<file path="src/rtl/tw_pkg.sv">
package tw_pkg;

  localparam logic [1:0] OPC_EXT   = 2'b00;
  localparam logic [1:0] OPC_WRITE = 2'b01;
  localparam logic [1:0] OPC_READ  = 2'b10;
  localparam logic [1:0] OPC_ERASE = 2'b11;

  localparam logic [1:0] EXT_LOCK  = 2'b00;
  localparam logic [1:0] EXT_FILL  = 2'b01;
  localparam logic [1:0] EXT_WIPE  = 2'b10;
  localparam logic [1:0] EXT_OPEN  = 2'b11;

  typedef enum logic [2:0] {
    PG_NONE,
    PG_WRITE,
    PG_ERASE,
    PG_WIPE_ALL,
    PG_FILL_ALL,
    PG_OPEN,
    PG_LOCK
  } prog_op_e;

  typedef enum logic [2:0] {
    ST_IDLE,
    ST_OPC,
    ST_ADDR,
    ST_DATA,
    ST_READ,
    ST_ARMED
  } dec_state_e;

  function automatic prog_op_e classify(input logic [1:0] opc, input logic [1:0] ext);
    prog_op_e r;
    case (opc)
      OPC_WRITE: r = PG_WRITE;
      OPC_ERASE: r = PG_ERASE;
      OPC_EXT: begin
        case (ext)
          EXT_OPEN: r = PG_OPEN;
          EXT_WIPE: r = PG_WIPE_ALL;
          EXT_FILL: r = PG_FILL_ALL;
          default:  r = PG_LOCK;
        endcase
      end
      default:   r = PG_NONE;
    endcase
    return r;
  endfunction

  function automatic logic is_storage_op(input prog_op_e op);
    return (op == PG_WRITE) || (op == PG_ERASE) || (op == PG_WIPE_ALL) || (op == PG_FILL_ALL);
  endfunction

endpackage

</file>
<file path="src/rtl/tw_busy_timer.sv">
module tw_busy_timer #(
  parameter int BUSY_CYCLES = 64
) (
  input  logic clk_i,
  input  logic rst_ni,
  input  logic start_i,
  output logic busy_o
);
  localparam int CNT_W = $clog2(BUSY_CYCLES + 1);
  localparam logic [CNT_W-1:0] LOAD = CNT_W'(BUSY_CYCLES);

  logic [CNT_W-1:0] cnt_q;

  always_ff @(posedge clk_i or negedge rst_ni) begin
    if (!rst_ni) begin
      cnt_q <= '0;
    end else if (start_i) begin
      cnt_q <= LOAD;
    end else if (cnt_q != '0) begin
      cnt_q <= cnt_q - 1'b1;
    end
  end

  assign busy_o = (cnt_q != '0);

  AST_BUSY_AFTER_START: assert property (@(posedge clk_i) disable iff (!rst_ni)
    start_i |=> busy_o);
  AST_BUSY_COUNTS_DOWN: assert property (@(posedge clk_i) disable iff (!rst_ni)
    (busy_o && !start_i) |=> (cnt_q == CNT_W'($past(cnt_q) - 1'b1)));

endmodule

</file>
<file path="src/rtl/tw_word_store.sv">
module tw_word_store
  import tw_pkg::*;
#(
  parameter int ADDR_W = 6,
  parameter int DATA_W = 16
) (
  input  logic              clk_i,
  input  logic              rst_ni,
  input  logic              we_i,
  input  prog_op_e          op_i,
  input  logic [ADDR_W-1:0] addr_i,
  input  logic [DATA_W-1:0] data_i,
  input  logic [ADDR_W-1:0] rd_addr_i,
  output logic [DATA_W-1:0] rd_data_o,
  input  logic [ADDR_W-1:0] dbg_addr_i,
  output logic [DATA_W-1:0] dbg_data_o
);
  localparam int DEPTH = 1 << ADDR_W;
  localparam logic [DATA_W-1:0] ERASED = {DATA_W{1'b1}};

  logic [DATA_W-1:0] mem_q [DEPTH];
  logic [DEPTH-1:0]  upd;
  logic [DATA_W-1:0] new_word;

  always_comb begin
    new_word = data_i;
    if (op_i == PG_ERASE || op_i == PG_WIPE_ALL) new_word = ERASED;
  end

  for (genvar g = 0; g < DEPTH; g++) begin : g_sel
    logic hit;
    assign hit    = (addr_i == ADDR_W'(g));
    assign upd[g] = we_i && (((op_i == PG_WRITE || op_i == PG_ERASE) && hit) ||
                             op_i == PG_WIPE_ALL || op_i == PG_FILL_ALL);
  end

  always_ff @(posedge clk_i or negedge rst_ni) begin
    if (!rst_ni) begin
      for (int i = 0; i < DEPTH; i++) mem_q[i] <= ERASED;
    end else begin
      for (int i = 0; i < DEPTH; i++) begin
        if (upd[i]) mem_q[i] <= new_word;
      end
    end
  end

  assign rd_data_o  = mem_q[rd_addr_i];
  assign dbg_data_o = mem_q[dbg_addr_i];

  AST_WORD_WRITTEN: assert property (@(posedge clk_i) disable iff (!rst_ni)
    (we_i && op_i == PG_WRITE) |=> (mem_q[$past(addr_i)] == $past(data_i)));
  AST_WIPE_REACHES_ENDS: assert property (@(posedge clk_i) disable iff (!rst_ni)
    (we_i && op_i == PG_WIPE_ALL) |=> (mem_q[0] == ERASED && mem_q[DEPTH-1] == ERASED));

endmodule

</file>
<file path="src/rtl/tw_cmd_decoder.sv">
module tw_cmd_decoder
  import tw_pkg::*;
#(
  parameter int ADDR_W = 6,
  parameter int DATA_W = 16
) (
  input  logic              clk_i,
  input  logic              rst_ni,
  input  logic              sk_i,
  input  logic              cs_i,
  input  logic              di_i,
  input  logic              busy_i,
  input  logic [DATA_W-1:0] word_i,
  output logic [ADDR_W-1:0] addr_o,
  output logic              rd_bit_o,
  output logic              rd_active_o,
  output logic              idle_o,
  output logic              start_o,
  output logic              commit_o,
  output prog_op_e          op_o,
  output logic [DATA_W-1:0] data_o
);
  localparam int MAXW = (DATA_W > ADDR_W) ? DATA_W : ADDR_W;
  localparam int CW   = $clog2(MAXW + 1);
  localparam logic [CW-1:0] ADDR_LAST = CW'(ADDR_W - 1);
  localparam logic [CW-1:0] DATA_LAST = CW'(DATA_W - 1);
  localparam logic [CW-1:0] DATA_CNT  = CW'(DATA_W);

  dec_state_e        state_q;
  logic              sk_q;
  logic [CW-1:0]     cnt_q;
  logic [1:0]        opc_q;
  logic [ADDR_W-1:0] addr_q;
  logic [DATA_W-1:0] data_q;
  prog_op_e          op_q;
  logic              rd_bit_q;

  logic              rise;
  logic [ADDR_W-1:0] addr_full;
  logic [1:0]        ext_bits;
  prog_op_e          op_dec;
  logic [CW-1:0]     bit_idx;

  assign rise      = sk_i && !sk_q && cs_i;
  assign addr_full = {addr_q[ADDR_W-2:0], di_i};
  assign ext_bits  = addr_full[ADDR_W-1 -: 2];
  assign op_dec    = classify(opc_q, ext_bits);
  assign bit_idx   = DATA_LAST - cnt_q;

  always_ff @(posedge clk_i or negedge rst_ni) begin
    if (!rst_ni) begin
      state_q  <= ST_IDLE;
      sk_q     <= 1'b0;
      cnt_q    <= '0;
      opc_q    <= '0;
      addr_q   <= '0;
      data_q   <= '0;
      op_q     <= PG_NONE;
      rd_bit_q <= 1'b0;
    end else begin
      sk_q <= sk_i;
      if (!cs_i) begin
        state_q  <= ST_IDLE;
        rd_bit_q <= 1'b0;
      end else if (rise) begin
        case (state_q)
          ST_IDLE: begin
            if (di_i && !busy_i) begin
              state_q <= ST_OPC;
              cnt_q   <= '0;
            end
          end
          ST_OPC: begin
            opc_q <= {opc_q[0], di_i};
            if (cnt_q == CW'(1)) begin
              state_q <= ST_ADDR;
              cnt_q   <= '0;
            end else begin
              cnt_q <= cnt_q + 1'b1;
            end
          end
          ST_ADDR: begin
            addr_q <= addr_full;
            if (cnt_q == ADDR_LAST) begin
              cnt_q <= '0;
              if (opc_q == OPC_READ) begin
                state_q  <= ST_READ;
                rd_bit_q <= 1'b0;
              end else begin
                op_q <= op_dec;
                if (op_dec == PG_WRITE || op_dec == PG_FILL_ALL) state_q <= ST_DATA;
                else state_q <= ST_ARMED;
              end
            end else begin
              cnt_q <= cnt_q + 1'b1;
            end
          end
          ST_DATA: begin
            data_q <= {data_q[DATA_W-2:0], di_i};
            if (cnt_q == DATA_LAST) state_q <= ST_ARMED;
            else cnt_q <= cnt_q + 1'b1;
          end
          ST_READ: begin
            if (cnt_q < DATA_CNT) begin
              rd_bit_q <= word_i[bit_idx];
              cnt_q    <= cnt_q + 1'b1;
            end else begin
              rd_bit_q <= 1'b0;
            end
          end
          default: ;
        endcase
      end
    end
  end

  assign addr_o      = addr_q;
  assign rd_bit_o    = rd_bit_q;
  assign rd_active_o = (state_q == ST_READ);
  assign idle_o      = (state_q == ST_IDLE);
  assign start_o     = rise && (state_q == ST_IDLE) && di_i && !busy_i;
  assign commit_o    = !cs_i && (state_q == ST_ARMED);
  assign op_o        = op_q;
  assign data_o      = data_q;

  AST_CS_LOW_IDLE: assert property (@(posedge clk_i) disable iff (!rst_ni)
    !cs_i |=> idle_o);
  AST_BUSY_BLOCKS_START: assert property (@(posedge clk_i) disable iff (!rst_ni)
    (busy_i && idle_o) |=> idle_o);
  AST_READ_LEAD_ZERO: assert property (@(posedge clk_i) disable iff (!rst_ni)
    (rise && state_q == ST_ADDR && cnt_q == ADDR_LAST && opc_q == OPC_READ)
      |=> (rd_active_o && !rd_bit_o));

endmodule

</file>
<file path="src/rtl/tw_eeprom.sv">
module tw_eeprom
  import tw_pkg::*;
#(
  parameter int ADDR_W      = 6,
  parameter int BUSY_CYCLES = 64
) (
  input  logic              clk_i,
  input  logic              rst_ni,
  input  logic              sk_i,
  input  logic              cs_i,
  input  logic              di_i,
  output logic              do_o,
  input  logic [ADDR_W-1:0] dbg_addr_i,
  output logic [15:0]       dbg_data_o
);
  localparam int DATA_W = 16;

  logic              busy;
  logic [DATA_W-1:0] word_rd;
  logic [ADDR_W-1:0] cmd_addr;
  logic              rd_bit;
  logic              rd_active;
  logic              dec_idle;
  logic              start_seen;
  logic              commit;
  prog_op_e          cmd_op;
  logic [DATA_W-1:0] cmd_data;
  logic              wen_q;
  logic              status_q;
  logic              exec;

  tw_cmd_decoder #(.ADDR_W(ADDR_W), .DATA_W(DATA_W)) u_dec (
    .clk_i      (clk_i),
    .rst_ni     (rst_ni),
    .sk_i       (sk_i),
    .cs_i       (cs_i),
    .di_i       (di_i),
    .busy_i     (busy),
    .word_i     (word_rd),
    .addr_o     (cmd_addr),
    .rd_bit_o   (rd_bit),
    .rd_active_o(rd_active),
    .idle_o     (dec_idle),
    .start_o    (start_seen),
    .commit_o   (commit),
    .op_o       (cmd_op),
    .data_o     (cmd_data)
  );

  assign exec = commit && wen_q && is_storage_op(cmd_op);

  tw_word_store #(.ADDR_W(ADDR_W), .DATA_W(DATA_W)) u_store (
    .clk_i     (clk_i),
    .rst_ni    (rst_ni),
    .we_i      (exec),
    .op_i      (cmd_op),
    .addr_i    (cmd_addr),
    .data_i    (cmd_data),
    .rd_addr_i (cmd_addr),
    .rd_data_o (word_rd),
    .dbg_addr_i(dbg_addr_i),
    .dbg_data_o(dbg_data_o)
  );

  tw_busy_timer #(.BUSY_CYCLES(BUSY_CYCLES)) u_timer (
    .clk_i  (clk_i),
    .rst_ni (rst_ni),
    .start_i(exec),
    .busy_o (busy)
  );

  always_ff @(posedge clk_i or negedge rst_ni) begin
    if (!rst_ni) begin
      wen_q    <= 1'b0;
      status_q <= 1'b0;
    end else begin
      if (commit && cmd_op == PG_OPEN) wen_q <= 1'b1;
      if (commit && cmd_op == PG_LOCK) wen_q <= 1'b0;
      if (exec) status_q <= 1'b1;
      else if (start_seen) status_q <= 1'b0;
    end
  end

  always_comb begin
    if (rd_active) do_o = rd_bit;
    else if (cs_i && dec_idle && status_q) do_o = !busy;
    else do_o = 1'b0;
  end

  AST_STATUS_NEEDS_ENABLE: assert property (@(posedge clk_i) disable iff (!rst_ni)
    $rose(status_q) |-> $past(wen_q));
  AST_READY_ONLY_WHEN_IDLE: assert property (@(posedge clk_i) disable iff (!rst_ni)
    (do_o && !rd_active) |-> (!busy && cs_i));

endmodule

</file>
<file path="config.mk">
export PLATFORM = sky130hd
export DESIGN_NAME = tw_eeprom
export DESIGN_NICKNAME = d
export VERILOG_FILES = /design/src/rtl/tw_pkg.sv /design/src/rtl/tw_busy_timer.sv /design/src/rtl/tw_word_store.sv /design/src/rtl/tw_cmd_decoder.sv /design/src/rtl/tw_eeprom.sv
export SDC_FILE = /design/constraint.sdc
export NUM_CORES = 2
export LEC_CHECK = 0
export BUFFER_PORTS_ARGS = -buffer_cell sky130_fd_sc_hd__buf_4
export CAP_MARGIN = 20
export CORE_MARGIN = 3
export CORE_UTILIZATION = 58
export CTS_CLUSTER_DIAMETER = 200
export DETAILED_ROUTE_END_ITERATION = 6
export GPL_TIMING_DRIVEN = 1
export PLACE_DENSITY = 0.77
export SETUP_SLACK_MARGIN = 0.1
export SYNTH_ARGS = -nofsm -noshare
export SYNTH_HDL_FRONTEND = slang
export SYNTH_SLANG_ARGS = --single-unit
</file>
<file path="constraint.sdc">
create_clock -name clk_i -period 3.8 [get_ports clk_i]
set_clock_uncertainty 0.15 [all_clocks]
set_input_delay 0.76 -clock clk_i [delete_from_list [all_inputs] [get_ports clk_i]]
set_output_delay 0.76 -clock clk_i [all_outputs]
set_load 0.02 [all_outputs]
</file>
==> flow_metrics.py <==
metrics = {
    "grt": {
        "first_global_vias": 44600,
        "groute.usage.overall": 0.374,
        "gr-total-overflow": 0,
        "wire_length_of_the_first_global_routing_pass_mm": 285,
        "antenna_found_initial": 5,
        "grt_start_max_net_pins": 83,
    },
    "sta": {
        "period_minus_slack_ns": 4.08,
        "setup_viol": 16,
        "max_slew.worst_pin.slew_ns": 1.00,
        "worst_hold_slack_ns": 0.0628,
        "drv_slew": 0,
        "finalSetupTns_ns": -3.73,
        "final.period_utilization": 1.07,
        "worst_slack_ns": -0.281,
        "timing.max_slew.rel_slack": 0.330,
        "fmax_mhz": 245,
        "hold_vio_cnt_final": 0,
        "grt_setup_unrepaired": "yes",
    },
    "placed_design": {
        "placement.setup.worst_slack_ns": -0.330,
        "detailed_place_hpwl_mm": 125,
        "io_buffers": 27,
        "numPlacedInstances": 5995,
        "placed_cell_areas_um2": 59700,
        "gp_routability_congestion": 1.01,
    },
    "power_and_ir_drop": {
        "clkPwrFrac": 0.477,
        "p_int_mw": 18.3,
        "netSwitchingPower_mw": 5.33,
        "power_leakage_nw": 22.6,
        "switching_share": 0.225,
        "vdd.ir_drop.worst_uv": 539,
        "power-per-cell-area_nw_per_um2": 370,
        "share_comb_of_total_power": 0.038,
        "total_power_mw": 23.6,
        "power.sequential.fraction": 0.485,
    },
    "logic_synthesis": {
        "synthDistinctLibCells": 64,
        "yosysSeqAreaShare": 0.499,
        "synth_enable_flop_cells": 0,
        "dominantRegCellSynth": "dfstp_2",
        "yosysWarnings": 0,
        "synth_cells": 4877,
        "post-synth-top-area-fraction": 0.478,
        "syn_area_per_cell_um2": 11.5,
        "synth_async_sr_flop_share": 1.00,
        "synth.cell_area_um2": 56300,
        "netlist_top_cells_area": "dfstp_2, mux4_2, o21ai_0, nand2_1, clkbuf_1",
        "synth_fp_nets": 4891,
        "postSynthRegisterBits": 1070,
        "post-synth-top-area-cell": "dfstp_2",
    },
    "critical_path": {
        "worst_r2r_path_depth": 9,
        "critical_path.reg2reg.endpoint": "u_dec.rd_bit_o",
        "critical_path.cell_chain": "buf_16 > buf_4 > buf_16 > buf_4 > mux4_2 > mux4_2 > mux4_2 > buf_6",
        "cpPeakStageDelay_ns": 0.58,
        "worst_path_dominant_cell_family": "multiplexers",
        "timing.critical_path.slowest_stage_cell": "mux4_2",
        "crit_top_cell": "mux4_2",
        "timing.setup.critical_path_class": "input port to output port",
        "crit_path_start_kind": "input port",
        "timing.critical_path.buf_inv": 5,
        "worst_ep_arrival_time_ns": 3.17,
        "crit_path_max_fanout": 7,
        "timing.reg2reg.setup_slack_ns": 0.15,
        "timing.critical_path.to_type": "output port",
        "worst_ep_required_ns": 2.89,
        "critical_path.reg2reg.startpoint": "u_dec.addr_o[3]",
    },
    "outcome": {
        "violations": "design-rule violations, negative setup slack",
        "outcome": "finished, violations left",
    },
    "cells_and_area": {
        "syn_to_final_growth_pct": 13.6,
        "finish.instance_area_um2": 63900,
        "final_cells": 6217,
        "layout.filler_cells": 6620,
        "layout-drive-gt1-share": 0.458,
        "core_occupancy_in_the_finished_layout": 0.669,
        "finalNetCount": 4878,
    },
    "route": {
        "highest-signal-layer": "met5",
        "route.vias.total": 44700,
        "met3_wirelength_mm": 27.2,
        "dr_pass1_iterations": 7,
        "dr.first_iter.drc_count": 6335,
        "detail_route.wirelength.met1_mm": 65.7,
        "avgViaCountPerCell": 7.20,
        "final_antenna_net_count": 0,
        "detail_route.drc_violations": 1,
        "wl_met2_mm": 81.9,
        "detail_route.wirelength_mm": 190,
        "post_drt_wl_per_cell_um": 30.5,
    },
    "clock_tree": {
        "cts_made_buffers": 108,
        "clk_latency_ns": 0.70,
        "cts_root_buffer": "clkbuf_16",
        "cts_htree_levels": 3,
        "clk_pin_slew_worst_paths_ns": 0.06,
        "cts_tree": "done",
        "clk_path_buf_depth": 3,
        "clock-sinks": 1070,
    },
    "floorplanning": {
        "rows": 113,
        "floorplan.initialDensity": 0.589,
        "standard_cell_core_area_um2": 95600,
        "height_of_the_die_um": 318,
        "die-area_um2": 101000,
        "die_w_um": 318,
        "io-pin-count": 28,
    },
    "run": {
        "max_cap_viol_count": 0,
    },
    "hold_path": {
        "min_to": "u_dec.sk_q",
        "hp-start": "sk_i",
        "hold_path_class": "input port to register",
        "hold_depth": 1,
    },
}
-- power by group through the flow --
stage	Combinational, mW	Sequential, mW	Clock, mW
finish	0.909	11.5	11.3
floorplan	0.383	11.6	0
global placement	0.823	11.6	0
detailed placement	0.842	11.6	0
CTS	0.878	11.5	11.3
global route	0.964	11.5	11.8
-- cell families (layout without fill, tap and decap cells) --
| logic type | Yosys count | after routing | share of synthesized area |
|---|---|---|---|
| AOI/OAI and AO/OA | 1280 | 1280 | 0.120 |
| xor gates and xnor gates | 5 | 5 | 0.000778 |
| adders and majority gates | 3 | 3 | 0.000667 |
| buffers and inverters | 501 | 575 | 0.0373 |
| DFF | 1070 | 1070 | 0.499 |
| muxes | 682 | 682 | 0.248 |
| other | 0 | 1 | 0 |
| and+or+nand+nor | 1336 | 1336 | 0.0950 |
-- synthesized netlist by cell type (8+ instances only) --
| cell | number |
|---|---|
| buf_1 | 10 |
| nor3_1 | 26 |
| inv_1 | 11 |
| mux4_2 | 568 |
| o211ai_1 | 13 |
| o21ai_0 | 1087 |
| nand2b_1 | 10 |
| a32oi_1 | 9 |
| a21oi_1 | 40 |
| a22oi_1 | 28 |
| buf_4 | 22 |
| mux2_2 | 28 |
| dfstp_2 | 1024 |
| o22ai_1 | 33 |
| clkbuf_1 | 375 |
| nand3_1 | 22 |
| mux2i_1 | 86 |
| dfrtp_1 | 46 |
| buf_2 | 77 |
| nor2_1 | 118 |
| nor4_1 | 8 |
| nor2b_1 | 11 |
| nand4_1 | 8 |
| nand3b_1 | 8 |
| o21ai_1 | 26 |
| nand2_1 | 1087 |
-- layout make-up --
| cell class | instances | area (µm²) | area share |
|---|---|---|---|
| Tap cell | 1265 | 1580 | 0.0248 |
| Clock buffer | 145 | 3090 | 0.0484 |
| Sequential cell | 1070 | 28100 | 0.439 |
| Timing Repair Buffer | 366 | 4030 | 0.0630 |
| Multi-Input combinational cell | 3306 | 26500 | 0.415 |
| Clock inverter | 52 | 611 | 0.00955 |
| Antenna cell | 1 | 2.50 | 0.0000391 |
| Inverter | 12 | 45.0 | 0.000704 |
-- layout by cell type, fill, tap and decap left out, drive strengths merged, types with 4 or more instances in the layout --
master / instances
a31oi: 4
or4: 4
nor2b: 11
bufinv: 12
mux2: 28
nand3: 22
xnor2: 4
a22oi: 28
o22ai: 33
mux2i: 86
buf: 363
clkbuf: 147
nor4: 8
or3b: 4
clkinv: 34
nand2: 1087
nand4: 8
nand3b: 8
o211ai: 13
dfstp: 1024
o21ai: 1113
dfrtp: 46
a32oi: 9
and2: 7
inv: 14
a22o: 7
nor2: 118
a21oi: 40
and3: 4
nor3: 26
a221oi: 5
a211oi: 6
clkinvlp: 4
nand2b: 10
mux4: 568
-- worst max path at each step --
stage / startpoint / end / slack, ns / cells past startpoint
global route: dbg_addr_i[0] / dbg_data_o[12] / -0.29 / 8
finish: dbg_addr_i[0] / dbg_data_o[14] / -0.28 / 8
detailed placement: dbg_addr_i[0] / dbg_data_o[12] / -0.33 / 7
floorplan: dbg_addr_i[2] / dbg_data_o[0] / 0.11 / 4
global placement: dbg_addr_i[0] / dbg_data_o[12] / -0.31 / 7
CTS: dbg_addr_i[0] / dbg_data_o[12] / -0.27 / 8
-- layer usage --
| metal | up-vias | GRT usage |
|---|---|---|
| met2 | 3672 | 0.533 |
| met5 | - | 0.00331 |
| met1 | 22400 | 0.489 |
| li1 | 17800 | - |
| met3 | 906 | 0.133 |
| met4 | 4 | 0.238 |
-- worst reg2reg max path, stage by stage (launching register included) --
cell	delay, ns
dfrtp_2	0.69
inv_1	0.28
buf_4	0.23
and2_1	0.30
and3_1	0.24
a31oi_1	0.18
o211ai_1	0.26
a211oi_1	0.67
o211ai_1	0.22
a31o_1	0.30
-- flip-flops by register name, indices dropped and copies added (netlist names), 2 cells and up --
| signal | flops |
|---|---|
| u_dec.addr_o | 6 |
| u_dec.cnt_q | 5 |
| u_dec.data_o | 16 |
| u_dec.op_o | 3 |
| u_dec.opc_q | 2 |
| u_dec.state_q | 3 |
| u_store.mem_q | 1024 |
| u_timer.cnt_q | 7 |
-- repair_timing --
| action | 4_1_cts | 5_1_grt |
|---|---|---|
| hold buffers | 1 | 0 |
| cloned | 3 | 2 |
| endpoints found under the hold margin | 6 | 0 |
| setup endpoints to repair | 16 | 17 |
| gates resized for setup | 25 | 25 |
| buffers inserted | 7 | 11 |
Power figures use the tool's default switching activity.
